## src/rtl/uflow_pkg.sv

```systemverilog
package uflow_pkg;

    typedef enum logic [1:0] {
        FLOW_OFF  = 2'd0,
        FLOW_CTS  = 2'd1,
        FLOW_FULL = 2'd2
    } flow_mode_e;

    typedef struct packed {
        logic fifo_en;
        logic auto_en;
        logic rts_bit;
    } flow_cfg_t;

    // Mode decode
    function automatic flow_mode_e decode_mode(input flow_cfg_t c);
        if (c.fifo_en && c.auto_en)
            return c.rts_bit ? FLOW_FULL : FLOW_CTS;
        return FLOW_OFF;
    endfunction

    // Threshold clamp into 1..depth-1
    function automatic int unsigned clamp_trig(input int unsigned t, input int unsigned depth);
        if (t == 0)
            return 1;
        if (t > depth - 1)
            return depth - 1;
        return t;
    endfunction

endpackage

```

## src/rtl/uflow_rts_ctl.sv

```systemverilog
module uflow_rts_ctl
    import uflow_pkg::*;
#(
    parameter int unsigned DEPTH = 16,
    parameter int unsigned LVL_W = $clog2(DEPTH + 1)
) (
    input  logic             clk,
    input  logic             rst,
    input  flow_mode_e       mode,
    input  logic             rts_bit,
    input  logic [LVL_W-1:0] level,
    input  logic [LVL_W-1:0] trig,
    output logic             rts_n
);
    logic [LVL_W-1:0] lim;
    logic             above;
    logic             rts_n_d;

    always_comb begin
        lim   = LVL_W'(clamp_trig(32'(trig), DEPTH));
        above = (level >= lim);
        if (mode == FLOW_FULL)
            rts_n_d = above;
        else
            rts_n_d = ~rts_bit;
    end

    always_ff @(posedge clk) begin
        if (rst)
            rts_n <= 1'b1;
        else
            rts_n <= rts_n_d;
    end
endmodule

```

## src/rtl/uflow_cts_gate.sv

```systemverilog
module uflow_cts_gate
    import uflow_pkg::*;
#(
    parameter int unsigned STAGES = 2
) (
    input  logic       clk,
    input  logic       rst,
    input  flow_mode_e mode,
    input  logic       cts_n,
    input  logic       tx_ready,
    input  logic       tx_busy,
    output logic       tx_start
);
    logic [STAGES-1:0] sync_q;
    logic              cts_blocked;
    logic              start_d;

    // Synchronizer, resets to "not clear"
    always_ff @(posedge clk) begin
        if (rst)
            sync_q <= '1;
        else
            sync_q <= {sync_q[STAGES-2:0], cts_n};
    end

    always_comb begin
        cts_blocked = (mode != FLOW_OFF) && sync_q[STAGES-1];
        start_d     = tx_ready && !tx_busy && !tx_start && !cts_blocked;
    end

    always_ff @(posedge clk) begin
        if (rst)
            tx_start <= 1'b0;
        else
            tx_start <= start_d;
    end
endmodule

```

## src/rtl/uflow_ovf_mon.sv

```systemverilog
module uflow_ovf_mon #(
    parameter int unsigned DEPTH = 16,
    parameter int unsigned LVL_W = $clog2(DEPTH + 1)
) (
    input  logic             clk,
    input  logic             rst,
    input  logic             rx_wr,
    input  logic [LVL_W-1:0] level,
    input  logic             clr,
    output logic             ovf
);
    localparam logic [LVL_W-1:0] FULL_LVL = LVL_W'(DEPTH);

    logic hit;

    always_comb hit = rx_wr && (level == FULL_LVL);

    always_ff @(posedge clk) begin
        if (rst)
            ovf <= 1'b0;
        else if (hit)
            ovf <= 1'b1;
        else if (clr)
            ovf <= 1'b0;
    end
endmodule

```

## src/rtl/uart_flowctl.sv

```systemverilog
module uart_flowctl
    import uflow_pkg::*;
#(
    parameter int unsigned DEPTH       = 16,
    parameter int unsigned LVL_W       = $clog2(DEPTH + 1),
    parameter int unsigned SYNC_STAGES = 2
) (
    input  logic             clk,
    input  logic             rst,
    input  logic             cfg_fifo_en,
    input  logic             cfg_auto_en,
    input  logic             cfg_rts,
    input  logic [LVL_W-1:0] rx_level,
    input  logic [LVL_W-1:0] rx_trig,
    input  logic             rx_wr,
    input  logic             ovf_clr,
    input  logic             cts_n,
    input  logic             tx_ready,
    input  logic             tx_busy,
    output logic             rts_n,
    output logic             tx_start,
    output logic             rx_ovf
);
    flow_cfg_t  cfg;
    flow_mode_e mode;

    always_comb begin
        cfg.fifo_en = cfg_fifo_en;
        cfg.auto_en = cfg_auto_en;
        cfg.rts_bit = cfg_rts;
        mode        = decode_mode(cfg);
    end

    uflow_rts_ctl #(.DEPTH(DEPTH), .LVL_W(LVL_W)) u_rts (
        .clk(clk), .rst(rst), .mode(mode), .rts_bit(cfg_rts),
        .level(rx_level), .trig(rx_trig), .rts_n(rts_n)
    );

    uflow_cts_gate #(.STAGES(SYNC_STAGES)) u_cts (
        .clk(clk), .rst(rst), .mode(mode), .cts_n(cts_n),
        .tx_ready(tx_ready), .tx_busy(tx_busy), .tx_start(tx_start)
    );

    uflow_ovf_mon #(.DEPTH(DEPTH), .LVL_W(LVL_W)) u_ovf (
        .clk(clk), .rst(rst), .rx_wr(rx_wr), .level(rx_level),
        .clr(ovf_clr), .ovf(rx_ovf)
    );
endmodule

```

## config.mk

```make
export PLATFORM = sky130hd
export DESIGN_NAME = uart_flowctl
export DESIGN_NICKNAME = d
export VERILOG_FILES = /design/src/rtl/uflow_pkg.sv /design/src/rtl/uflow_rts_ctl.sv /design/src/rtl/uflow_cts_gate.sv /design/src/rtl/uflow_ovf_mon.sv /design/src/rtl/uart_flowctl.sv
export SDC_FILE = /design/constraint.sdc
export NUM_CORES = 1
export LEC_CHECK = 0
export ABC_AREA = 0
export BUFFER_PORTS_ARGS = -buffer_cell sky130_fd_sc_hd__buf_2
export CORE_AREA = 2 2 39 41
export CTS_BUF_LIST = sky130_fd_sc_hd__clkbuf_4 sky130_fd_sc_hd__clkbuf_8 sky130_fd_sc_hd__clkbuf_16
export CTS_CLUSTER_DIAMETER = 30
export DETAILED_ROUTE_END_ITERATION = 7
export DIE_AREA = 0 0 41 43
export SLEW_MARGIN = 20
export SYNTH_ARGS = -nofsm -noshare
export SYNTH_HDL_FRONTEND = slang
export SYNTH_HIERARCHICAL = 1
export SYNTH_SLANG_ARGS = --single-unit
```

## constraint.sdc

```tcl
create_clock -name clk -period 1.3 [get_ports clk]
set_input_delay 0 -clock clk [delete_from_list [all_inputs] [get_ports clk]]
set_output_delay 0 -clock clk [all_outputs]
set_load 0.02 [all_outputs]
```

Word-level counts from Yosys, hierarchy flattened
Index checks and enable logic that the tools add are counted.
{"block": "totals", "ff_bits": 5, "latch_bits": 0, "ram_bits": 0, "romBits": 0, "out_inout_bits": 3, "elab_cells": 35, "mem_count": 0}
{"block": "op_classes", "n_addsub": 0, "n_mul": 0, "div_mod_pow": 0, "magnitude_cmp": 2, "eq_ne": 2, "shift": 0, "n_mux": 14, "bitwise": 1, "reduce_logical": 12}
{"op": "5-bit two-way mux", "n": 2}
{"op": "1-bit two-way mux", "n": 8}
{"op": "1-bit logical AND", "n": 6}
{"op": "2-bit two-way mux", "n": 3}
{"op": "5-bit equality test, second input constant", "n": 1}
{"op": "5-bit greater-or-equal comparator", "n": 1}
{"op": "5-bit by 4-bit greater-than comparator with 1-bit output, second input constant", "n": 1}
{"op": "5-bit zero test", "n": 1}
{"op": "4-bit two-way mux", "n": 1}
{"op": "2-bit nonzero test", "n": 2}
{"op": "1-bit zero test", "n": 3}
{"op": "2-bit equality test, second input constant", "n": 1}
{"op": "1-bit NOT", "n": 1}

Depth between registers and ports, before layout
Gate-level depths: netlist of the first run.
{"block": "depth", "ltp_word": 7, "depth_mapped": 7, "mapped_depth_nobuf": 7}

Cells and area by module
Netlist of the first run, hierarchy kept.
{"module": "uflow_rts_ctl", "n_inst": 1, "cells_each": 24, "area_per_inst_um2": 166.4}
{"module": "uflow_cts_gate", "n_inst": 1, "cells_each": 8, "area_per_inst_um2": 91.3}
{"module": "uflow_ovf_mon", "n_inst": 1, "cells_each": 5, "area_per_inst_um2": 46.3}
{"module": "uart_flowctl", "n_inst": 1, "cells_each": 2, "area_per_inst_um2": 16.3}

Worst setup path after synthesis of the first run
Ideal clock, no wire load.
{"block": "synth_timing", "kind": "input-to-reg", "startpoint": "input port rx_trig[0]", "endpoint": "register u_rts.rts_n", "setup_ns": 0.119, "arrival_time_ns": 0.997, "required_time_ns": 1.181, "slack_ns": 0.183, "path_stages": 6, "n_path_buf": 0, "path_cell_list": "or3_1 ha_1 nor2b_1 o21ai_0 a21oi_1 o21ai_1"}
{"block": "synth_via", "elab_chain_cells": 7, "elab_cells_between_ends": 11, "cone_classes": "order compare: 2; mux: 8; reduce/logical: 1"}
{"element": "from (decl)", "line_no": "uart_flowctl.sv:14", "rtl": "input logic [LVL_W-1:0] rx_trig,"}
{"element": "5-bit by 4-bit greater-than comparator with 1-bit output / 5-bit zero test (equally long branches)", "line_no": "uflow_pkg.sv:26, uflow_pkg.sv:24"}
{"element": "1-bit two-way mux, on equally long branches", "line_no": "uflow_pkg.sv:26, uflow_pkg.sv:24"}
{"element": "1-bit two-way mux / 4-bit two-way mux (equally long branches)", "line_no": "uflow_pkg.sv:26", "rtl": "if (t > depth - 1)"}
{"element": "5-bit two-way mux", "line_no": "uflow_pkg.sv:28", "rtl": "return t;"}
{"element": "5-bit two-way mux (*)", "line_no": "uflow_pkg.sv:26"}
{"element": "5-bit greater-or-equal comparator (*)", "line_no": "uflow_rts_ctl.sv:21", "rtl": "above = (level >= lim);"}
{"element": "1-bit two-way mux (*)", "line_no": "uflow_rts_ctl.sv:22", "rtl": "if (mode == FLOW_FULL)"}
{"element": "to (signal assigned)", "line_no": "uflow_rts_ctl.sv:32", "rtl": "rts_n <= rts_n_d;"}
{"element": "to (decl)", "line_no": "uflow_rts_ctl.sv:13", "rtl": "output logic rts_n"}
Every way passes the cells marked *; elsewhere a longest branch is shown, timed or not. The select of a mux whose other input is x is not followed.
A chain may end at the register's enable or synchronous reset.

Worst setup path after layout of the first run
{"block": "layout_timing", "startpoint": "input port rx_trig[4]", "endpoint": "register u_rts.rts_n"}
Same word-level chain as after synthesis.

==> flow_summary.toml, run 1 <==
[clock_network]
htreeDepth = 1
cts_tree = "yes"
path_clk_slew_ns = 0.04
clock_sinks = 5
cts_resized = 0
post_cts_buffers = 0
clock_path_buffers = 2
cts_hold_buf = 1
cts_root_buf = "clkbuf_4"
cts_made_buffers = 3
worstSkewPairLatency_ns = 0.23

[timing]
fin_crit_sh = 0.798
rsz0062_at_grt = "false"
hold_violations = 0
setup_viol = 0
max_freq_mhz = 964
period_minus_slack_ns = 1.04
setup_tns_ns = 0
finClkSkew_ns = 0.00447
slew_violations = 0

[synth]
async_reset_ff_frac = 0
yosysWarningCount = 6
yosys_register_bits = 5
postSynthAreaPerCell_um2 = 8.21
syn_nets = 64
synth_top_flop_cell = "dfxtp_1"
netlist_area_um2 = 320
ys_top_cells_by_area = "dfxtp_1, ha_1, nor2_1, a21oi_1, or3_1"
yosysSeqAreaShare = 0.313
synth.largest_area_cell = "dfxtp_1"
synth_cell_type_count = 19
synth_edf_count = 0
synth_top_cell_area_share = 0.313
syn_inst = 39

[power]
p_leak_nw = 0.266
irDropWorstVdd_v = 0.000218
power.density_nw_per_um2 = 906

[placed_design]
gp_congestion = 0.676
port_buffers = 22

[floorplan]
io_pins = 23
fp.dieH_um = 43
die_x_um = 41
rows = 14
die_area_um2 = 1760
core_region_area_um2 = 1380
start_util = 0.231

[worst_setup_path]
ff2ff_setup_slack_ns = 0.57
r2r_end = "u_ovf/ovf"
rr_worst_depth = 2
cp.required_ns = 1.42
worstPathArrival_ns = 1.15
end_kind = "register"
r2r-start = "u_ovf/ovf"
crit_type = "input port to register"
startpoint_type = "input port"
critical_path.max_fanout = 4

[layout]
multi_input_area_um2 = 213
filler_cell_count = 154
seq_area_um2 = 100
nNetsFinal = 92
antennaDiodeCount = 0
utilization = 0.354
syn_to_final_growth_pct = 53.1
mostFrequentLayoutCell = "buf_2"
drive_above_1_share = 0.424
final_cell_mix = "buf_2, nor2_1, dfxtp_1, ha_1, clkbuf_4"

[run]
maxCapViolations = 0

[worst_hold_path]
worstHoldStart = "rx_wr"
hold_path_class = "input port to register"
worstHoldEndpoint = "u_ovf/ovf"
worstHoldPathCells = 2

[grt]
grt_max_degree = 7
grt_pass1_vias = 293
antenna_found_initial = 0
grt_pass1_wl_um = 972
track_usage = 0.0812
grt-ovfl-total = 0

[outcome]
status = "completed"

[routing]
drtIter0Drc = 2
antenna_left = 0
wirelength_um = 731
wl_per_cell_um = 8.91
first_pass_iters = 2
vias = 369
drc = 0
via_per_inst = 4.50
[layer usage]
metal  vias to the layer above  global-route usage  wire length, µm
met1                       156              0.0833              327
met2                        21               0.131              305
met3                         0              0.0366               98
met5                         -                   0                0
li1                        192                   -                -
met4                         0              0.0400                0
[critical path: stages]
cell and delay [ns]:
buf_2 0.12, or3_1 0.34, ha_1 0.28, nor2b_1 0.10, o21ai_0 0.09, a21oi_1 0.15
o21ai_1 0.08
[power breakdown]
| part | internal, W | switching [W] |
|---|---|---|
| Clock | 0.000136 | 0.0000570 |
| Combinational | 0.0000468 | 0.0000421 |
| Sequential | 0.000161 | 0.00000151 |
[flip-flops by register name (all words and copies together) (netlist names)]
name	count
u_cts/sync_q	2
u_cts/tx_start	1
u_ovf/ovf	1
u_rts/rts_n	1
[cell families after synthesis]
group,Yosys count,synth area share
other,1,0.0117
AO/OA/AOI/OAI,8,0.141
buffers and inverters,2,0.0234
flip-flops,5,0.313
adder cells (fa/ha/maj),5,0.195
AND/OR/NAND/NOR,18,0.316
[area by class of cell]
cell class / instances / share of cell area
timing repair buffer: 23 / 0.245
inverter: 2 / 0.0153
clock buffer: 4 / 0.0612
tap: 16 / 0.0408
sequential: 5 / 0.204
multi-input combinational: 32 / 0.434
[cell usage after synthesis (2+ instances only)]
cell / number
a21oi_1: 3
dfxtp_1: 5
ha_1: 5
inv_1: 2
nand2_1: 2
nor2_1: 5
nor3_1: 2
o21ai_0: 2
o21ai_1: 2
or3_1: 2
[worst max path at each step]
| stage | from | endpoint | slack, ns |
|---|---|---|---|
| final | rx_trig[4] | u_rts/rts_n | 0.26 |
| after global routing | rx_trig[4] | u_rts/rts_n | 0.21 |
| after CTS | rx_trig[4] | u_rts/rts_n | 0.25 |
| after detailed placement | rx_trig[4] | u_rts/rts_n | 0.009 |
| after global placement | rx_trig[4] | u_rts/rts_n | 0.05 |
| after floorplan | rx_trig[0] | u_rts/rts_n | 0.18 |
[through the flow]
step	instances	hold WS, ns	setup WS [ns]	cell area, µm²	power, W
after floorplan	39	0.0998	0.183	320	0.000206
after global placement	77	0.186	0.0460	450	0.000251
after detailed placement	77	0.193	0.00910	450	0.000253
after CTS	82	0.0226	0.254	490	0.000450
after global routing	82	0.0285	0.208	490	0.000480
final	82	0.0254	0.263	490	0.000445
Power figures use the tool's default switching activity.
==> run 2: changes to the inputs <==
clock period = 0.8 ns   (was 1.3 ns; I/O delays follow)
==> run 2 against run 1 <==
The run now ends with negative hold slack, negative setup slack left. Register-to-register slack worse by 0.50 ns. Largest power group unchanged. Critical endpoint unchanged. Power grew 77%. Combinational power increased by 100%. Flip-flop and latch count stayed put. Critical path depth unchanged. Non-clock buffer count increased by 9. Setup slack got worse by 0.44 ns. Final cell count rose by 11%. Cell area grew 15%.
==> flow_summary.toml, run 2 (synthesis gave the netlist of run 1 again) <==
[outcome]
status = "complete, but fails checks"
violations = "negative hold slack, negative setup slack"

[clock_network]
path_clk_slew_ns = 0.05
htreeDepth = 1
cts_made_buffers = 3
cts_root_buf = "clkbuf_4"
cts_tree = "yes"
worstSkewPairLatency_ns = 0.25
clock_path_buffers = 2
cts_hold_buf = 1
clock_sinks = 5

[worst_setup_path]
crit_path_start = "rx_trig[0]"
r2r-start = "u_ovf/ovf"
end_kind = "register"
worstPathArrival_ns = 1.11
slowest_delay_ns = 0.36
cp_cell_sequence = "buf_6 > or3_1 > ha_1 > nor2b_1 > o21ai_1 > a21oi_1 > o21ai_1"
ff2ff_setup_slack_ns = 0.07
crit_type = "input port to register"
startpoint_type = "input port"
cp.required_ns = 0.93
critical_path.most_common_cell = "o21ai_1"
slowest_stage = "or3_1"
critPathBufInv = 1
critical_path.max_fanout = 1
path_delay_family = "simple AND/OR/NAND/NOR gates"
r2r_end = "u_ovf/ovf"
rr_worst_depth = 2

[worst_hold_path]
worstHoldPathCells = 2
worstHoldEndpoint = "u_cts/sync_q[0]"
hold_path_class = "input port to register"
worstHoldStart = "cts_n"

[layout]
final_cell_mix = "buf_2, buf_4, nor2_1, ha_1"
mostFrequentLayoutCell = "buf_2"
filler_cell_count = 153
largest_register = "u_cts/sync_q"
multi_input_area_um2 = 213
fin_cells = 91
drive_above_1_share = 0.507
utilization = 0.409
largest_reg_flops = 2
seq_area_um2 = 101
nNetsFinal = 101
final_cell_area_um2 = 566
syn_to_final_growth_pct = 76.6
antennaDiodeCount = 0

[routing]
drc = 0
antenna_left = 0
first_pass_iters = 3
wl_per_cell_um = 9.36
drtIter0Drc = 3
wirelength_um = 852
vias = 387
via_per_inst = 4.25

[floorplan]
start_util = 0.231
io_pins = 23
die_area_um2 = 1760
core_region_area_um2 = 1380
fp.dieH_um = 43
rows = 14
die_x_um = 41

[power]
internal_power_w = 0.000589
totalPowerFinal_w = 0.000788
power.share.sequential = 0.336
switchingPower_w = 0.000199
swShare = 0.253
p_leak_nw = 0.312
irDropWorstVdd_v = 0.000347
p_comb_frac = 0.227
p_clk_frac = 0.437
power.density_nw_per_um2 = 1390

[timing]
finClkSkew_ns = 0.00396
timing.final.ws_setup_ns = -0.180
setup_tns_ns = -0.180
fin_crit_sh = 1.22
setup_viol = 1
max_freq_mhz = 1020
period_minus_slack_ns = 0.980
rsz0062_at_grt = "true"
slew_violations = 0
hold_violations = 1
holdWs_ns = -0.0366

[placed_design]
place_area_um2 = 519
dp_cells = 86
post-dp-hpwl_um = 646
port_buffers = 22
gp_congestion = 0.638

[grt]
grt-ovfl-total = 0
track_usage = 0.107
grt_pass1_vias = 352
grt_pass1_wl_um = 1240
grt_max_degree = 7
antenna_found_initial = 0

[run]
maxCapViolations = 0
run 2: routing by layer:
metal | GRT usage | vias up | part of all wire
met2 | 0.197 | 18 | 0.50
met1 | 0.0924 | 160 | 0.43
met4 | 0.0800 | 0 | 0
li1 | - | 209 | -
met5 | 0 | - | 0
met3 | 0.0157 | 0 | 0.074
run 2: area by class of cell:
| cell class | count | area share |
|---|---|---|
| multi-input combinational | 32 | 0.376 |
| inverter | 2 | 0.0133 |
| tap | 16 | 0.0354 |
| clock buffer | 4 | 0.0531 |
| sequential | 5 | 0.179 |
| timing repair buffer | 32 | 0.343 |
run 2: how the worst max path moves through the flow:
stage               cells after the start          end  slack [ns]
global placement                        7  u_rts/rts_n       -0.42
detailed placement                      7  u_rts/rts_n       -0.45
floorplan                               6  u_rts/rts_n       -0.29
CTS                                     7  u_rts/rts_n       -0.18
global route                            7  u_rts/rts_n       -0.31
finish                                  7  u_rts/rts_n       -0.18
run 2: through the flow:
step                      worst slack [ns]  hold WS [ns]
after floorplan                     -0.292        0.0998
after global placement              -0.424         0.185
after detailed placement            -0.448         0.189
after CTS                           -0.177       -0.0526
after global routing                -0.312       -0.0511
final                               -0.180       -0.0366
run 2: power by group through the flow:
stage                     Sequential, W  Clock (W)  Combinational, W
after floorplan                0.000276          0         0.0000596
after global placement         0.000268          0          0.000170
after detailed placement       0.000268          0          0.000172
after CTS                      0.000264   0.000359          0.000181
after global routing           0.000265   0.000368          0.000203
final                          0.000265   0.000345          0.000179
run 2: repair_timing:
action	in CTS	in global routing
endpoints found under the hold margin	2	1
cloned	0	0
resized for setup	1	0
setup endpoints to repair	1	1
buffers inserted	0	0
==> run 3: changes to the inputs <==
ABC_AREA = 1   (was 0)
==> run 3 against run 2 <==
The flow now finishes without violations. Largest power group unchanged. Non-clock buffer count decreased by 6. Critical path type unchanged. Sequential power about the same. Power decreased by 4.9%. Maximum frequency is 27% higher. Synthesized cell count increased by 49%. Wire length is 12% lower. Register-to-register slack improved by 0.14 ns. Core utilization rose by 2.9 points. Critical endpoint is now u_cts/sync_q[1]. Combinational power increased by 8%. Flip-flop and latch count did not move. Cell area is 7.1% higher.
==> flow_summary.toml, run 3 <==
[outcome]
status = "completed"

[synth]
yosysSeqAreaShare = 0.270
synth_top_flop_cell = "dfxtp_1"
netlist_area_um2 = 370
postSynthAreaPerCell_um2 = 6.39
synth_top_cell_area_share = 0.270
async_reset_ff_frac = 0
synth_edf_count = 0
ys_top_cells_by_area = "dfxtp_1, ha_1, nor2_1, nand2_1, inv_1"
syn_nets = 83
synth_cell_type_count = 13
yosys_register_bits = 5
synth.largest_area_cell = "dfxtp_1"
yosysMostFrequentCell = "nor2_1"
synthTopCellsByCount = "nor2_1, nand2_1, inv_1, dfxtp_1, ha_1"
yosysWarningCount = 6
syn_inst = 58

[timing]
slew_violations = 0
holdWs_ns = 0.0216
period_minus_slack_ns = 0.772
max_freq_mhz = 1290
setup_viol = 0
rsz0062_at_grt = "true"
fin_crit_sh = 0.965
finClkSkew_ns = 0.00158
hold_violations = 0

[power]
p_clk_frac = 0.390
p_leak_nw = 0.342
internal_power_w = 0.000544
p_comb_frac = 0.259
swShare = 0.275
totalPowerFinal_w = 0.000750
power.share.sequential = 0.351
switchingPower_w = 0.000206
irDropWorstVdd_v = 0.000533
power.density_nw_per_um2 = 1240

[floorplan]
core_region_area_um2 = 1380
rows = 14
die_x_um = 41
die_area_um2 = 1760
fp.dieH_um = 43
start_util = 0.268
io_pins = 23

[layout]
largest_reg_flops = 2
largest_register = "u_cts/sync_q"
final_cell_mix = "buf_2, nor2_1, nand2_1"
syn_to_final_growth_pct = 63.5
antennaDiodeCount = 0
mostFrequentLayoutCell = "buf_2"
filler_cell_count = 153
drive_above_1_share = 0.364
nNetsFinal = 114

[routing]
wirelength_um = 746
first_pass_iters = 4
drtIter0Drc = 3
drc = 0
via_per_inst = 4.05
wl_per_cell_um = 7.17
vias = 421
antenna_left = 0

[grt]
track_usage = 0.0872
grt-ovfl-total = 0
antenna_found_initial = 0
grt_pass1_wl_um = 1100
grt_pass1_vias = 323
grt_max_degree = 6

[placed_design]
gp_congestion = 0.684
port_buffers = 22
post-dp-hpwl_um = 614

[worst_setup_path]
cp_cell_sequence = "dlygate4sd3_1 > buf_2 > or2_1"
crit_type = "input port to register"
slowest_delay_ns = 0.53
startpoint_type = "input port"
r2r-start = "u_cts/sync_q[0]"
critical_path.max_fanout = 5
rr_worst_depth = 1
cp.required_ns = 0.93
end_kind = "register"
crit_path_start = "rst"
worstPathArrival_ns = 0.90
slowest_stage = "dlygate4sd3_1"

[worst_hold_path]
worstHoldPathCells = 4
worstHoldStart = "ovf_clr"
hold_path_class = "input port to register"

[clock_network]
htreeDepth = 1
cts_made_buffers = 3
cts_tree = "yes"
cts_root_buf = "clkbuf_4"
path_clk_slew_ns = 0.05
clock_sinks = 5
worstSkewPairLatency_ns = 0.24
clock_path_buffers = 2

[run]
maxCapViolations = 0
==> run 3: worst paths after layout <==
check / end / slack [ns]
setup reg to reg: u_cts/sync_q[1] / 0.21
setup / recovery: u_cts/sync_q[1] / 0.03
hold / removal: u_ovf/ovf / 0.02
hold reg to reg: u_cts/sync_q[1] / 0.41
==> run 3: cell type report <==
type	count	area [µm²]	area share
clock buffer	3	22.5	0.0372
clock inverter	1	5.00	0.00826
inverter	10	37.5	0.0620
multi-input combinational	43	254	0.419
sequential	5	100	0.165
tap	16	20.0	0.0331
timing repair buffer	26	166	0.275
==> run 3: metal layers <==
| metal | up-vias | wire (µm) | part of all wire | GRT usage |
|---|---|---|---|---|
| li1 | 234 | - | - | - |
| met1 | 167 | 332 | 0.45 | 0.102 |
| met2 | 20 | 331 | 0.44 | 0.153 |
| met3 | 0 | 82 | 0.11 | 0.0314 |
| met4 | 0 | 0 | 0 | 0 |
| met5 | - | 0 | 0 | 0 |
==> run 3: power by group through the flow <==
stage                     clock network (W)   logic, W  registers (W)
after detailed placement                  0   0.000174       0.000268
after floorplan                           0  0.0000833       0.000275
after global placement                    0   0.000174       0.000268
after CTS                          0.000308   0.000187       0.000263
final                              0.000292   0.000194       0.000263
after global routing               0.000324   0.000223       0.000263
==> run 3: kinds of logic after synthesis <==
| logic type | share of synthesized area |
|---|---|
| AOI/OAI and AO/OA | 0.0574 |
| adders and majority gates | 0.169 |
| buffers and inverters | 0.101 |
| DFF | 0.270 |
| other | 0.0101 |
| and+or+nand+nor | 0.392 |
==> run 3: what timing repair did <==
item | CTS | global route
endpoints found under the hold margin | 3 | 0
resized for setup | 0 | 6
endpoints found under the setup margin | 0 | 1
hold buffers | 3 | 0
setup buffers | 0 | 0
==> run 3: through the flow <==
stage | TNS, ns | setup slack [ns] | utilization | area (µm²) | cells
2_1_floorplan | -0.0441 | -0.0441 | - | 392 | 58
3_3_place_gp | -0.211 | -0.211 | 0.382 | 529 | 97
3_5_place_dp | -0.221 | -0.221 | 0.382 | 529 | 97
4_1_cts | 0 | 0.0291 | 0.424 | 587 | 104
5_1_grt | -0.0248 | -0.0248 | 0.438 | 606 | 104
6_report | 0 | 0.0278 | 0.438 | 606 | 104
==> run 3: critical path, delay by kind of cell <==
family | cells | cell delay, ns
AND/OR/NAND/NOR | 1 | 0.22
buffers and inverters | 2 | 0.68
